<file path="src/rtl/nxpc_pkg.sv">
package nxpc_pkg;

  localparam int PC_W     = 32;
  localparam int DATA_W   = 64;
  localparam int OFF_W    = 16;
  localparam int IDX_W    = 26;
  localparam int REGION_W = PC_W - IDX_W - 2;
  localparam int GAP_W    = 32;
  localparam int INSN_B   = 4;

  typedef enum logic [3:0] {
    BK_NONE  = 4'd0,
    BK_EQ    = 4'd1,
    BK_NE    = 4'd2,
    BK_LEZ   = 4'd3,
    BK_GTZ   = 4'd4,
    BK_EQ_L  = 4'd5,
    BK_NE_L  = 4'd6,
    BK_LEZ_L = 4'd7,
    BK_GTZ_L = 4'd8,
    BK_JMP   = 4'd9,
    BK_JAL   = 4'd10
  } br_kind_e;

  // branch target relative to the slot address
  function automatic logic [PC_W-1:0] rel_target(input logic [PC_W-1:0] slot_pc,
                                                 input logic [OFF_W-1:0] off);
    logic [PC_W-1:0] disp;
    disp = {{(PC_W-OFF_W-2){off[OFF_W-1]}}, off, 2'b00};
    return slot_pc + disp;
  endfunction

  // jump target: region bits of the slot address kept
  function automatic logic [PC_W-1:0] region_target(input logic [PC_W-1:0] slot_pc,
                                                    input logic [IDX_W-1:0] idx);
    return {slot_pc[PC_W-1 -: REGION_W], idx, 2'b00};
  endfunction

  function automatic logic [DATA_W-1:0] sext_link(input logic [PC_W-1:0] v);
    return {{(DATA_W-PC_W){v[PC_W-1]}}, v};
  endfunction

  function automatic logic [PC_W-1:0] half_dist(input logic [PC_W-1:0] to_pc,
                                                input logic [PC_W-1:0] from_pc);
    logic [PC_W-1:0] d;
    d = to_pc - from_pc;
    return d >> 1;
  endfunction

  function automatic logic [GAP_W-1:0] skip_amount(input logic [GAP_W-1:0] gap);
    return gap & {{(GAP_W-2){1'b1}}, 2'b00};
  endfunction

  function automatic logic gap_exceeds(input logic [GAP_W-1:0] gap, input int min_gap);
    return $signed(gap) > $signed(GAP_W'(min_gap));
  endfunction

  function automatic logic cond_eval(input br_kind_e k,
                                     input logic [DATA_W-1:0] a,
                                     input logic [DATA_W-1:0] b);
    logic r;
    case (k)
      BK_EQ, BK_EQ_L:   r = (a == b);
      BK_NE, BK_NE_L:   r = (a != b);
      BK_LEZ, BK_LEZ_L: r = ($signed(a) <= 0);
      BK_GTZ, BK_GTZ_L: r = ($signed(a) > 0);
      BK_JMP, BK_JAL:   r = 1'b1;
      default:          r = 1'b0;
    endcase
    return r;
  endfunction

endpackage

</file>
<file path="src/rtl/nxpc_cond.sv">
module nxpc_cond
  import nxpc_pkg::*;
(
  input  logic [3:0]        kind_raw,
  input  logic [DATA_W-1:0] opa,
  input  logic [DATA_W-1:0] opb,
  output logic              is_xfer,
  output logic              is_likely,
  output logic              is_jump,
  output logic              is_link,
  output logic              taken
);

  br_kind_e k;

  always_comb begin
    k         = br_kind_e'(kind_raw);
    is_xfer   = 1'b0;
    is_likely = 1'b0;
    is_jump   = 1'b0;
    is_link   = 1'b0;
    case (k)
      BK_EQ, BK_NE, BK_LEZ, BK_GTZ:         is_xfer = 1'b1;
      BK_EQ_L, BK_NE_L, BK_LEZ_L, BK_GTZ_L: begin
        is_xfer   = 1'b1;
        is_likely = 1'b1;
      end
      BK_JMP: begin
        is_xfer = 1'b1;
        is_jump = 1'b1;
      end
      BK_JAL: begin
        is_xfer = 1'b1;
        is_jump = 1'b1;
        is_link = 1'b1;
      end
      default: ;
    endcase
    taken = is_xfer & cond_eval(k, opa, opb);
  end

endmodule

</file>
<file path="src/rtl/nxpc_target.sv">
module nxpc_target
  import nxpc_pkg::*;
(
  input  logic [PC_W-1:0]  cur_pc,
  input  logic             is_jump,
  input  logic [OFF_W-1:0] off,
  input  logic [IDX_W-1:0] idx,
  output logic [PC_W-1:0]  slot_pc,
  output logic [PC_W-1:0]  tgt
);

  always_comb begin
    slot_pc = cur_pc + PC_W'(INSN_B);
    tgt     = is_jump ? region_target(slot_pc, idx) : rel_target(slot_pc, off);
  end

endmodule

</file>
<file path="src/rtl/nxpc_count.sv">
module nxpc_count
  import nxpc_pkg::*;
#(
  parameter int              CNT_W     = 32,
  parameter logic [PC_W-1:0] MARK_INIT = '0,
  parameter bit              IDLE_SKIP = 1'b1
)(
  input  logic             clk,
  input  logic             rst_n,
  input  logic             adv_en,
  input  logic [PC_W-1:0]  adv_to,
  input  logic [PC_W-1:0]  new_mark,
  input  logic             skip_en,
  input  logic [GAP_W-1:0] skip_amt,
  output logic [CNT_W-1:0] cnt
);

  logic [PC_W-1:0]  mark_q;
  logic [CNT_W-1:0] step_dist;
  logic [CNT_W-1:0] step_skip;

  assign step_dist = CNT_W'(half_dist(adv_to, mark_q));

  generate
    if (IDLE_SKIP) begin : g_skip
      assign step_skip = skip_en ? CNT_W'(skip_amt) : '0;
    end else begin : g_noskip
      logic unused_skip;
      assign unused_skip = skip_en ^ (^skip_amt);
      assign step_skip   = '0;
    end
  endgenerate

  always_ff @(posedge clk) begin
    if (!rst_n) begin
      cnt    <= '0;
      mark_q <= MARK_INIT;
    end else if (adv_en) begin
      cnt    <= cnt + step_dist + step_skip;
      mark_q <= new_mark;
    end
  end

endmodule

</file>
<file path="src/rtl/nxpc_seq.sv">
module nxpc_seq
  import nxpc_pkg::*;
#(
  parameter logic [31:0] BOOT_PC   = 32'h0000_1000,
  parameter int          CNT_W     = 32,
  parameter int          SKIP_MIN  = 3,
  parameter bit          IDLE_SKIP = 1'b1
)(
  input  logic              clk,
  input  logic              rst_n,
  input  logic              ins_valid,
  input  logic [3:0]        br_kind,
  input  logic              idle_loop,
  input  logic [63:0]       op_a,
  input  logic [63:0]       op_b,
  input  logic [15:0]       br_off,
  input  logic [25:0]       jmp_idx,
  input  logic [31:0]       cmp_gap,
  output logic [31:0]       pc,
  output logic              in_slot,
  output logic              slot_nullify,
  output logic              link_we,
  output logic [63:0]       link_data,
  output logic              slot_err,
  output logic [CNT_W-1:0]  cycle_cnt
);

  localparam logic [PC_W-1:0] STEP1 = PC_W'(INSN_B);
  localparam logic [PC_W-1:0] STEP2 = PC_W'(2 * INSN_B);

  // architectural state
  logic [PC_W-1:0]   pc_q;
  logic              slot_q;
  logic              taken_q;
  logic [PC_W-1:0]   tgt_q;
  logic              link_q;
  logic              nul_q;
  logic              lwe_q;
  logic [DATA_W-1:0] ldata_q;
  logic              err_q;

  // decode
  logic            is_xfer, is_likely, is_jump, is_link, cond_ok;
  logic [PC_W-1:0] slot_pc, tgt_nx;

  nxpc_cond u_cond (
    .kind_raw  (br_kind),
    .opa       (op_a),
    .opb       (op_b),
    .is_xfer   (is_xfer),
    .is_likely (is_likely),
    .is_jump   (is_jump),
    .is_link   (is_link),
    .taken     (cond_ok)
  );

  nxpc_target u_tgt (
    .cur_pc  (pc_q),
    .is_jump (is_jump),
    .off     (br_off),
    .idx     (jmp_idx),
    .slot_pc (slot_pc),
    .tgt     (tgt_nx)
  );

  // named events
  logic ev_slot_ret;
  logic ev_issue;
  logic ev_skip;
  logic ev_drop;
  logic ev_enter;
  logic skip_ok;

  assign ev_slot_ret = ins_valid & slot_q;
  assign ev_issue    = ins_valid & ~slot_q & is_xfer;

  generate
    if (IDLE_SKIP) begin : g_idle
      assign skip_ok = idle_loop & gap_exceeds(cmp_gap, SKIP_MIN);
    end else begin : g_noidle
      assign skip_ok = 1'b0;
    end
  endgenerate

  assign ev_skip  = ev_issue & cond_ok & skip_ok;
  assign ev_drop  = ev_issue & ~ev_skip & is_likely & ~cond_ok;
  assign ev_enter = ev_issue & ~ev_skip & ~ev_drop;

  // next pc
  logic [PC_W-1:0] pc_nx;

  always_comb begin
    pc_nx = pc_q;
    if (ins_valid) begin
      if (ev_slot_ret)   pc_nx = taken_q ? tgt_q : pc_q + STEP1;
      else if (ev_skip)  pc_nx = pc_q;
      else if (ev_drop)  pc_nx = pc_q + STEP2;
      else               pc_nx = pc_q + STEP1;
    end
  end

  always_ff @(posedge clk) begin
    if (!rst_n) begin
      pc_q    <= BOOT_PC;
      slot_q  <= 1'b0;
      taken_q <= 1'b0;
      tgt_q   <= '0;
      link_q  <= 1'b0;
      nul_q   <= 1'b0;
      lwe_q   <= 1'b0;
      ldata_q <= '0;
      err_q   <= 1'b0;
    end else begin
      nul_q <= ev_drop;
      err_q <= ev_slot_ret & is_xfer;
      lwe_q <= ev_slot_ret & link_q;
      if (ev_slot_ret & link_q) ldata_q <= sext_link(pc_q + STEP1);
      pc_q <= pc_nx;
      if (ev_enter) begin
        slot_q  <= 1'b1;
        taken_q <= cond_ok;
        tgt_q   <= tgt_nx;
        link_q  <= is_link;
      end else if (ev_slot_ret) begin
        slot_q  <= 1'b0;
        link_q  <= 1'b0;
      end
    end
  end

  // cycle counter
  logic            cnt_adv;
  logic [PC_W-1:0] cnt_to;

  assign cnt_adv = ev_slot_ret | ev_skip | ev_drop;
  assign cnt_to  = ev_skip ? pc_q : (ev_drop ? pc_q + STEP2 : slot_pc);

  nxpc_count #(
    .CNT_W     (CNT_W),
    .MARK_INIT (BOOT_PC),
    .IDLE_SKIP (IDLE_SKIP)
  ) u_cnt (
    .clk      (clk),
    .rst_n    (rst_n),
    .adv_en   (cnt_adv),
    .adv_to   (cnt_to),
    .new_mark (pc_nx),
    .skip_en  (ev_skip),
    .skip_amt (skip_amount(cmp_gap)),
    .cnt      (cycle_cnt)
  );

  assign pc           = pc_q;
  assign in_slot      = slot_q;
  assign slot_nullify = nul_q;
  assign link_we      = lwe_q;
  assign link_data    = ldata_q;
  assign slot_err     = err_q;

endmodule

</file>
<file path="config.mk">
export PLATFORM = sky130hd
export DESIGN_NAME = nxpc_seq
export DESIGN_NICKNAME = d
export VERILOG_FILES = /design/src/rtl/nxpc_pkg.sv /design/src/rtl/nxpc_cond.sv /design/src/rtl/nxpc_target.sv /design/src/rtl/nxpc_count.sv /design/src/rtl/nxpc_seq.sv
export SDC_FILE = /design/constraint.sdc
export NUM_CORES = 1
export LEC_CHECK = 0
export ABC_AREA = 1
export BUFFER_PORTS_ARGS = -buffer_cell sky130_fd_sc_hd__clkbuf_2
export CORE_ASPECT_RATIO = 1.4
export CORE_MARGIN = 10
export CORE_UTILIZATION = 48
export DETAILED_ROUTE_END_ITERATION = 16
export GPL_TIMING_DRIVEN = 0
export PLACE_DENSITY_LB_ADDON = 0.2
export SLEW_MARGIN = 10
export SYNTH_ARGS = -nofsm -noshare
export SYNTH_HDL_FRONTEND = slang
export SYNTH_SLANG_ARGS = --single-unit
</file>
<file path="constraint.sdc">
create_clock -name clk -period 9.13 [get_ports clk]
set_input_delay 1.3695 -clock clk [delete_from_list [all_inputs] [get_ports clk]]
set_output_delay 1.3695 -clock clk [all_outputs]
set_load 0.005 [all_outputs]
</file>
==> flow_summary.ini, run 1 <==
[setup_path]
stage_delay_of_the_slowest_cell_on_the_critical_path_ns = 0.57
data_arrival_time_of_the_worst_path_ns = 9.24
timing.critical_path.max_delay_family = simple AND/OR/NAND/NOR gates
critPathRequiredTime_ns = 9.53
highest_net_fanout_along_the_worst_path = 10
timing.critical_path.from_type = primary input
worstSetupStartpoint = cmp_gap[24]
crit_type = primary input to flop
slowest_stage = sky130_fd_sc_hd__nor4_1
startpoint_of_the_worst_register_to_register_path = pc[9]$_SDFF_PN0_
crit_buf_inv = 4
timing.critical_path.to_type = flop
critical-path-top-cell-by-count = sky130_fd_sc_hd__nand2_1

[detailed_routing]
dr.first_iter.drc_count = 1293
postRouteAntennaNets = 0
routed_via_density = 5.410
dr_total_vias = 18120
wl_per_cell_um = 20.14
drc = 0
routed_wl_um = 67450
number_of_search_and_repair_iterations_in_the_first_detailed_routing_pass = 6

[yosys]
yosysTopAreaCell = sky130_fd_sc_hd__dfxtp_1
synth_top_cells_by_area = sky130_fd_sc_hd__dfxtp_1 (21%), sky130_fd_sc_hd__nand2_1 (12%), sky130_fd_sc_hd__inv_1 (11%), sky130_fd_sc_hd__ha_1 (7.3%), sky130_fd_sc_hd__a21oi_1 (6.9%)
synth_top_area_share_pct = 20.97
top_flip_flop_cell_by_instance_count_after_synthesis = sky130_fd_sc_hd__dfxtp_1
syn_inst = 2539
synth_warnings = 0
ys_seq_area_share_pct = 20.97
edff_count_synth = 0
post_synth.cell_area_avg_um2 = 6.243
synth-seq-cells = 166
synth_cell_type_count = 51
synth-async-reset-ratio_pct = 0
synth_nets = 2874
synthesis.area_um2 = 15850

[placement]
buffer_ports.inserted = 339
gp_congestion = 1.023
dp_hpwl_um = 57350

[global_route]
grt_util_all_layers_pct = 31.72
grt_max_degree = 35
grt_pass1_wl_um = 101400
via_count_of_the_first_global_routing_pass = 18180
overflow = 0
grt_antenna_before_repair = 2

[power_and_ir_drop]
leakagePower_nw = 10.02
power-per-cell-area_nw_per_um2 = 172.1
largest_vdd_supply_drop_mv = 0.1214

[die]
io_pins = 342
coreArea_um2 = 32500
core.rowCount = 78
chipHeight_um = 235.0
die_outline_area_um2 = 40790
floorplan.die.width_um = 173.6
floorplan.initialDensity_pct = 48.77

[layout]
layout.filler_cells = 3375
final_core_utilization_pct = 57.67
diodes = 0
num-nets-final = 3232
multiInputGateArea_um2 = 10240
share_of_final_layout_standard_cells_stronger_than_drive_strength_1_pct = 15.67
layout.cells.most_common_list = sky130_fd_sc_hd__nand2_1 (517), sky130_fd_sc_hd__inv_1 (445), sky130_fd_sc_hd__clkbuf_2 (339)
areaGrowthSynthToFinish_pct = 18.24
seqCellArea_um2 = 3323
layout_commonest_cell = sky130_fd_sc_hd__nand2_1

[clocking]
max-clock-path-buffers = 2
tritoncts_num_sinks = 166
cts-hold-fix-buffers = 0
clk_latency_ns = 0.46
tritoncts = yes
numCtsBuffers = 17
clk_pin_slew_ns = 0.08
cts_htree_levels = 4
clock-root-buffer = sky130_fd_sc_hd__clkbuf_16

[sta]
final.setup_skew_ns = 0.009578
finalHoldViolCount = 0
max_freq_ghz = 0.1131
final.period_utilization_pct = 96.84
setup_tns_ns = 0
grt_setup_unrepaired = false
worstMarginPinSlew_ns = 1.107
max_slew_margin_pct = 26.12
finalSetupViolCount = 0
min_period_ns = 8.842
report.final.slew_viol_count = 0

[run_status]
run_status = completed

[job]
max_cap_violations = 0

[hold_path]
hold_path.class = flop to flop
hold_path_startpoint = tgt_q[10]$_SDFFE_PN0P_
## routing by layer
layer | up-vias | track usage, % | routed length, um
met3 | 199 | 5.276 | 3908
met5 | - | 0 | 9
met1 | 8338 | 31.62 | 23880
met4 | 2 | 22.69 | 5099
li1 | 8881 | - | -
met2 | 702 | 58.33 | 34560
## layout make-up
cell class,instances,share of cell area (%)
Tap cell,440,2.937
Clock buffer,17,2.270
Timing Repair Buffer,339,9.053
Sequential cell,166,17.73
Buffer,114,3.151
Multi-Input combinational cell,1805,54.62
Inverter,454,9.093
Clock inverter,15,1.142
## sequential cells by signal, summed over array words and instances (netlist names), 32 cells and up
| signal | cells |
|---|---|
| u_cnt.cnt | 32 |
| u_cnt.mark_q | 32 |
| tgt_q | 32 |
| link_data | 32 |
| pc | 32 |
## synth_stat cells (all sizes together), types with 5 or more instances
| master | number |
|---|---|
| nor3 | 37 |
| ha | 93 |
| a21o | 11 |
| o21ai | 181 |
| a31oi | 17 |
| and3 | 18 |
| nand2 | 517 |
| a21boi | 5 |
| o221ai | 5 |
| or2 | 13 |
| a22oi | 19 |
| fa | 32 |
| nor2 | 261 |
| o21a | 10 |
| buf | 59 |
| nand4 | 54 |
| inv | 452 |
| and2 | 6 |
| xnor2 | 42 |
| o21bai | 8 |
| o211ai | 28 |
| dfxtp | 166 |
| a21oi | 218 |
| nor4 | 11 |
| clkbuf | 55 |
| xor2 | 94 |
| a221oi | 5 |
| nand3 | 106 |
## final timing paths
path | endpoint | slack [ns] | cells after the start
min | tgt_q[10]$_SDFFE_PN0P_ | 0.47 | 2
max | u_cnt.cnt[31]$_SDFFE_PN0P_ | 0.29 | 38
min reg2reg | tgt_q[10]$_SDFFE_PN0P_ | 0.47 | 2
max reg2reg | u_cnt.cnt[31]$_SDFFE_PN0P_ | 1.43 | 27
## metrics by stage
| stage | setup WS [ns] | hold WS [ns] | cells | instance area [um^2] | total power, mW |
|---|---|---|---|---|---|
| 2_1_floorplan | 2.400 | 0.4297 | 2539 | 15850 | 1.905 |
| 3_3_place_gp | 0.06789 | 0.4521 | 3318 | 18100 | 2.356 |
| 3_5_place_dp | 0.008873 | 0.4558 | 3318 | 18100 | 2.380 |
| 4_1_cts | 0.4792 | 0.4662 | 3350 | 18740 | 3.194 |
| 5_1_grt | 0.07848 | 0.4917 | 3350 | 18740 | 3.423 |
| 6_report | 0.2884 | 0.4691 | 3350 | 18740 | 3.226 |
## worst reg2reg max path: cells and delay by family, from the launching register on
family / cells / cell delay (ns)
adder cells (fa/ha/maj): 3 / 1.17
AO/OA/AOI/OAI: 7 / 1.87
buffers and inverters: 2 / 0.40
AND/OR/NAND/NOR: 12 / 2.84
XOR/XNOR: 3 / 1.02
flip-flops: 1 / 0.35
## where the power goes
part	leakage [nW]	internal, mW	switching [mW]
sequential	1.35	0.769	0.0374
clock	0.312	0.466	0.356
combinational	8.35	0.563	1.03
total	10.0	1.80	1.43
## logic make-up (layout without fill, tap and decap cells)
| family | Yosys count | count (layout) | share of synthesized area [%] |
|---|---|---|---|
| buffers and inverters | 568 | 939 | 14.48 |
| flip-flops | 166 | 166 | 20.97 |
| AO/OA/AOI/OAI | 516 | 516 | 18.20 |
| adder cells (fa/ha/maj) | 125 | 125 | 11.38 |
| multiplexers | 2 | 2 | 0.1263 |
| XOR/XNOR | 136 | 136 | 7.515 |
| AND/OR/NAND/NOR | 1026 | 1026 | 27.34 |
## repair_timing
action / CTS / global route
resized for setup: 0 / 1
endpoints found under the setup margin: 0 / 1
endpoints found under the hold margin: 0 / 0
setup buffers: 0 / 0
Power figures use the tool's default switching activity.
==> inputs of run 2 (changes only) <==
CORE_MARGIN = 2   (was 10)
SYNTH_HIERARCHICAL = 1   (was default)
==> flow_summary.ini, run 2 <==
[setup_path]
highest_net_fanout_along_the_worst_path = 10
critical-path-top-cell-by-count = sky130_fd_sc_hd__nand2_1
data_arrival_time_of_the_worst_path_ns = 7.95
slowest_stage = sky130_fd_sc_hd__fa_1
critPathRequiredTime_ns = 9.49
crit_type = primary input to flop
timing.critical_path.to_type = flop
stage_delay_of_the_slowest_cell_on_the_critical_path_ns = 0.52
timing.critical_path.from_type = primary input

[sta]
finalSetupViolCount = 0
min_period_ns = 7.596
final.period_utilization_pct = 83.20
worstMarginPinSlew_ns = 1.175
grt_setup_unrepaired = false
final.setup_skew_ns = 0.01282
holdWs_ns = 0.4613
finalHoldViolCount = 0
max_slew_margin_pct = 21.38
max_freq_ghz = 0.1316
report.final.slew_viol_count = 0
setup_tns_ns = 0

[clocking]
post_cts_resize_count = 0
clk_latency_ns = 0.46
clk_pin_slew_ns = 0.07
tritoncts = yes
numCtsBuffers = 17
cts-hold-fix-buffers = 0
clock-root-buffer = sky130_fd_sc_hd__clkbuf_16
tritoncts_num_sinks = 166
max-clock-path-buffers = 2
postCtsSetupRepairBufs = 0
cts_htree_levels = 4

[layout]
layout.cells.most_common_list = sky130_fd_sc_hd__nand2_1 (1156), sky130_fd_sc_hd__inv_1 (587), sky130_fd_sc_hd__clkbuf_2 (341)
layout_commonest_cell = sky130_fd_sc_hd__nand2_1
layout.filler_cells = 4254
multiInputGateArea_um2 = 12870
seqCellArea_um2 = 3323
share_of_final_layout_standard_cells_stronger_than_drive_strength_1_pct = 13.52
areaGrowthSynthToFinish_pct = 15.52
diodes = 0
num-nets-final = 4123

[yosys]
most_used_standard_cell_by_instance_count_after_synthesis = sky130_fd_sc_hd__nand2_1
edff_count_synth = 0
synth_cell_type_count = 50
post_synth_most_frequent_cells = sky130_fd_sc_hd__nand2_1 (1156), sky130_fd_sc_hd__inv_1 (587), sky130_fd_sc_hd__nor2_1 (327)
synth_top_area_share_pct = 22.72
synthesis.area_um2 = 19100
yosysTopAreaCell = sky130_fd_sc_hd__nand2_1
post_synth.cell_area_avg_um2 = 5.579
ys_seq_area_share_pct = 17.40
top_flip_flop_cell_by_instance_count_after_synthesis = sky130_fd_sc_hd__dfxtp_1
synth_warnings = 6
synth_top_cells_by_area = sky130_fd_sc_hd__nand2_1 (23%), sky130_fd_sc_hd__dfxtp_1 (17%), sky130_fd_sc_hd__inv_1 (12%), sky130_fd_sc_hd__a21oi_1 (6.7%), sky130_fd_sc_hd__nor2_1 (6.4%)
synth-async-reset-ratio_pct = 0
synth-seq-cells = 166
syn_inst = 3423

[power_and_ir_drop]
leakagePower_nw = 12.64
power-per-cell-area_nw_per_um2 = 142.9
largest_vdd_supply_drop_mv = 0.1487
post-layout-total-power_mw = 3.153

[global_route]
grt_util_all_layers_pct = 35.97
grt_max_degree = 35
grt_pass1_wl_um = 114100
grt_antenna_before_repair = 0
via_count_of_the_first_global_routing_pass = 21640
overflow = 0

[placement]
buffer_ports.inserted = 339
dp_hpwl_um = 62850
gp_congestion = 1.066

[die]
io_pins = 342
die_outline_area_um2 = 41420
floorplan.initialDensity_pct = 48.63
floorplan.die.width_um = 172.6
coreArea_um2 = 39280
chipHeight_um = 240.0
core.rowCount = 86

[detailed_routing]
dr_total_vias = 22390
number_of_search_and_repair_iterations_in_the_first_detailed_routing_pass = 6
routed_wl_um = 75730
wl_per_cell_um = 17.52
routed_via_density = 5.180
drc = 0
postRouteAntennaNets = 0
dr.first_iter.drc_count = 1734

[job]
max_cap_violations = 0

[run_status]
run_status = completed

[hold_path]
hold_path.class = flop to flop
-- run 2: final timing paths --
check,slack [ns],to,startpoint,cells past startpoint
max,1.53,u_cnt/cnt[25]$_SDFFE_PN0P_,op_a[20],39
min,0.46,u_cnt/mark_q[0]$_SDFFE_PN0P_,u_cnt/mark_q[0]$_SDFFE_PN0P_,2
max reg2reg,2.76,u_cnt/cnt[25]$_SDFFE_PN0P_,pc[4]$_SDFF_PN0_,27
min reg2reg,0.46,u_cnt/mark_q[0]$_SDFFE_PN0P_,u_cnt/mark_q[0]$_SDFFE_PN0P_,2
-- run 2: kinds of logic after synthesis --
family | synth area share (%)
AO/OA/AOI/OAI | 14.16
XOR/XNOR | 4.540
adder cells (fa/ha/maj) | 9.919
buffers and inverters | 15.25
flip-flops | 17.40
other | 0.01964
AND/OR/NAND/NOR | 38.71
-- run 2: routing by layer --
metal | up-vias | wire length (um) | part of all wire (%) | global-route usage (%)
met5 | - | 0 | 0 | 0
met4 | 0 | 7323 | 9.7 | 31.78
met3 | 316 | 4893 | 6.5 | 5.598
met2 | 914 | 36660 | 48 | 64.63
met1 | 9830 | 26860 | 35 | 36.27
li1 | 11330 | - | - | -
-- run 2: power by group --
group	leakage [nW]	internal (mW)	switching (mW)
clock network	0.296	0.418	0.352
registers	1.35	0.766	0.0208
logic	11.0	0.516	1.08
-- run 2: through the flow --
stage | area, um^2 | worst slack (ns) | utilization (%) | instances
3_5_place_dp | 21460 | 1.246 | 54.64 | 4291
2_1_floorplan | 19100 | 3.027 | - | 3424
6_report | 22060 | 1.534 | 56.17 | 4323
5_1_grt | 22060 | 1.125 | 56.17 | 4323
4_1_cts | 22060 | 1.723 | 56.17 | 4323
3_3_place_gp | 21460 | 1.267 | 54.64 | 4291
-- run 2: critical path, delay by kind of cell --
kind | cells | cell delay, ns
AO/OA/AOI/OAI | 5 | 1.25
AND/OR/NAND/NOR | 24 | 3.24
adder cells (fa/ha/maj) | 3 | 1.33
buffers and inverters | 7 | 0.77
-- run 2: layout make-up --
type | count | share of cell area [%]
inverter | 604 | 10.28
clock inverter | 14 | 0.7429
clock buffer | 18 | 1.991
multi-input combinational | 2537 | 58.32
sequential | 166 | 15.06
buffer | 117 | 2.921
tap | 528 | 2.994
timing repair buffer | 339 | 7.690
==> inputs of run 3 (changes only) <==
clock period = 7 ns   (was 9.13 ns; I/O delays follow)
==> flow_summary.ini, run 3 (same netlist as run 2, synthesis figures left out) <==
[run_status]
run_status = completed

[setup_path]
critical-path-top-cell-by-count = sky130_fd_sc_hd__nand2_1
worst-r2r-setup-slack_ns = 1.00
ff2ff_path_depth = 28
highest_net_fanout_along_the_worst_path = 10
stage_delay_of_the_slowest_cell_on_the_critical_path_ns = 0.51
timing.critical_path.to_type = flop
data_arrival_time_of_the_worst_path_ns = 6.92
rr_endpoint = u_cnt/cnt[25]$_SDFFE_PN0P_
slowest_stage = sky130_fd_sc_hd__fa_1
crit_type = primary input to flop
critPathRequiredTime_ns = 7.36
timing.critical_path.from_type = primary input
startpoint_of_the_worst_register_to_register_path = pc[4]$_SDFF_PN0_

[detailed_routing]
dr.first_iter.drc_count = 1636
dr_total_vias = 22530
routed_via_density = 5.210
wl_per_cell_um = 17.52
routed_wl_um = 75760
postRouteAntennaNets = 0
drc = 0
number_of_search_and_repair_iterations_in_the_first_detailed_routing_pass = 6

[sta]
final.period_utilization_pct = 93.74
finalSetupViolCount = 0
final.setup_skew_ns = 0.01337
setup_tns_ns = 0
holdWs_ns = 0.4612
finalHoldViolCount = 0
max_slew_margin_pct = 19.82
worstMarginPinSlew_ns = 1.198
layout_setup_ws_ns = 0.4379
grt_setup_unrepaired = false
max_freq_ghz = 0.1524
min_period_ns = 6.562
report.final.slew_viol_count = 0

[layout]
layoutNonFillerInstCount = 4324
share_of_final_layout_standard_cells_stronger_than_drive_strength_1_pct = 15.02
num-nets-final = 4124
layout.cells.most_common_list = sky130_fd_sc_hd__nand2_1 (1148), sky130_fd_sc_hd__inv_1 (587), sky130_fd_sc_hd__clkbuf_2 (341)
multiInputGateArea_um2 = 13160
seqCellArea_um2 = 3323
layout_commonest_cell = sky130_fd_sc_hd__nand2_1
final_core_utilization_pct = 56.97
areaGrowthSynthToFinish_pct = 17.16
final_design_area_no_fill_um2 = 22380
layout.filler_cells = 4204
diodes = 0

[clocking]
clk_pin_slew_ns = 0.07
tritoncts = yes
tritoncts_num_sinks = 166
cts-hold-fix-buffers = 0
cts_htree_levels = 4
max-clock-path-buffers = 2
clock-root-buffer = sky130_fd_sc_hd__clkbuf_16
numCtsBuffers = 17
clk_latency_ns = 0.46

[hold_path]
hold_path_depth = 2
hold_path_startpoint = u_cnt/mark_q[0]$_SDFFE_PN0P_
hold_path.class = flop to flop
holdPathEnd = u_cnt/mark_q[0]$_SDFFE_PN0P_

[power_and_ir_drop]
power-per-cell-area_nw_per_um2 = 187.2
post-layout-total-power_mw = 4.189
largest_vdd_supply_drop_mv = 0.1964
leakagePower_nw = 12.72

[placement]
gp_congestion = 1.066
buffer_ports.inserted = 339
place_ws_ns = -0.5646
placed_cells_incl_taps = 4291
dp_hpwl_um = 62850
placement.cell_area_um2 = 21460

[die]
die_outline_area_um2 = 41420
floorplan.die.width_um = 172.6
core.rowCount = 86
floorplan.initialDensity_pct = 48.63
coreArea_um2 = 39280
io_pins = 342
chipHeight_um = 240.0

[global_route]
overflow = 0
grt_antenna_before_repair = 0
grt_util_all_layers_pct = 35.94
via_count_of_the_first_global_routing_pass = 21640
grt_pass1_wl_um = 114100
grt_max_degree = 35

[job]
max_cap_violations = 0
run 3: cell count changes in the layout (fill, tap and decap cells not counted), sizes merged:
cell,delta
buf,-3
clkbuf,+4
run 3: where the power goes:
part           switching [mW]  leakage (nW)  internal [mW]
logic                    1.45          11.1          0.709
registers              0.0271          1.35           1.00
clock network           0.459         0.296          0.546
run 3: layer usage:
layer,GRT usage [%],share of wire (%),vias to the layer above
met3,5.614,6.8,346
met5,0,0,-
met2,64.82,48,997
met4,31.47,10,0
met1,36.12,35,9862
li1,-,-,11320
run 3: final cells by class:
cell class	count	area share, %
multi-input cells	2537	58.82
flip-flops and latches	166	14.85
inverters	604	10.13
repair buffers	340	7.616
well taps	528	2.952
plain buffers	117	2.936
clock buffers	18	1.963
clock inverters	14	0.7325
run 3: worst max path at each step:
| stage | from | slack (ns) | end | cells past startpoint |
|---|---|---|---|---|
| after CTS | op_a[20] | 0.007 | u_cnt/cnt[25]$_SDFFE_PN0P_ | 39 |
| after floorplan | op_a[23] | 1.22 | u_cnt/cnt[30]$_SDFFE_PN0P_ | 42 |
| after global placement | op_a[20] | -0.54 | u_cnt/cnt[25]$_SDFFE_PN0P_ | 39 |
| final | op_a[20] | 0.44 | u_cnt/cnt[25]$_SDFFE_PN0P_ | 38 |
| after detailed placement | op_a[20] | -0.56 | u_cnt/cnt[25]$_SDFFE_PN0P_ | 39 |
| after global routing | op_a[21] | 0.01 | u_cnt/cnt[29]$_SDFFE_PN0P_ | 42 |
run 3: timing repair:
action | CTS | global route
gates resized for setup | 1 | 75
pin swaps | 0 | 9
setup buffers | 0 | 1
setup endpoints to repair | 1 | 21
run 3: critical path: cells and delay by family:
kind,cells,cell delay [ns]
AND/OR/NAND/NOR,24,2.83
adder cells (fa/ha/maj),3,1.33
AO/OA/AOI/OAI,4,0.88
buffers and inverters,7,0.78
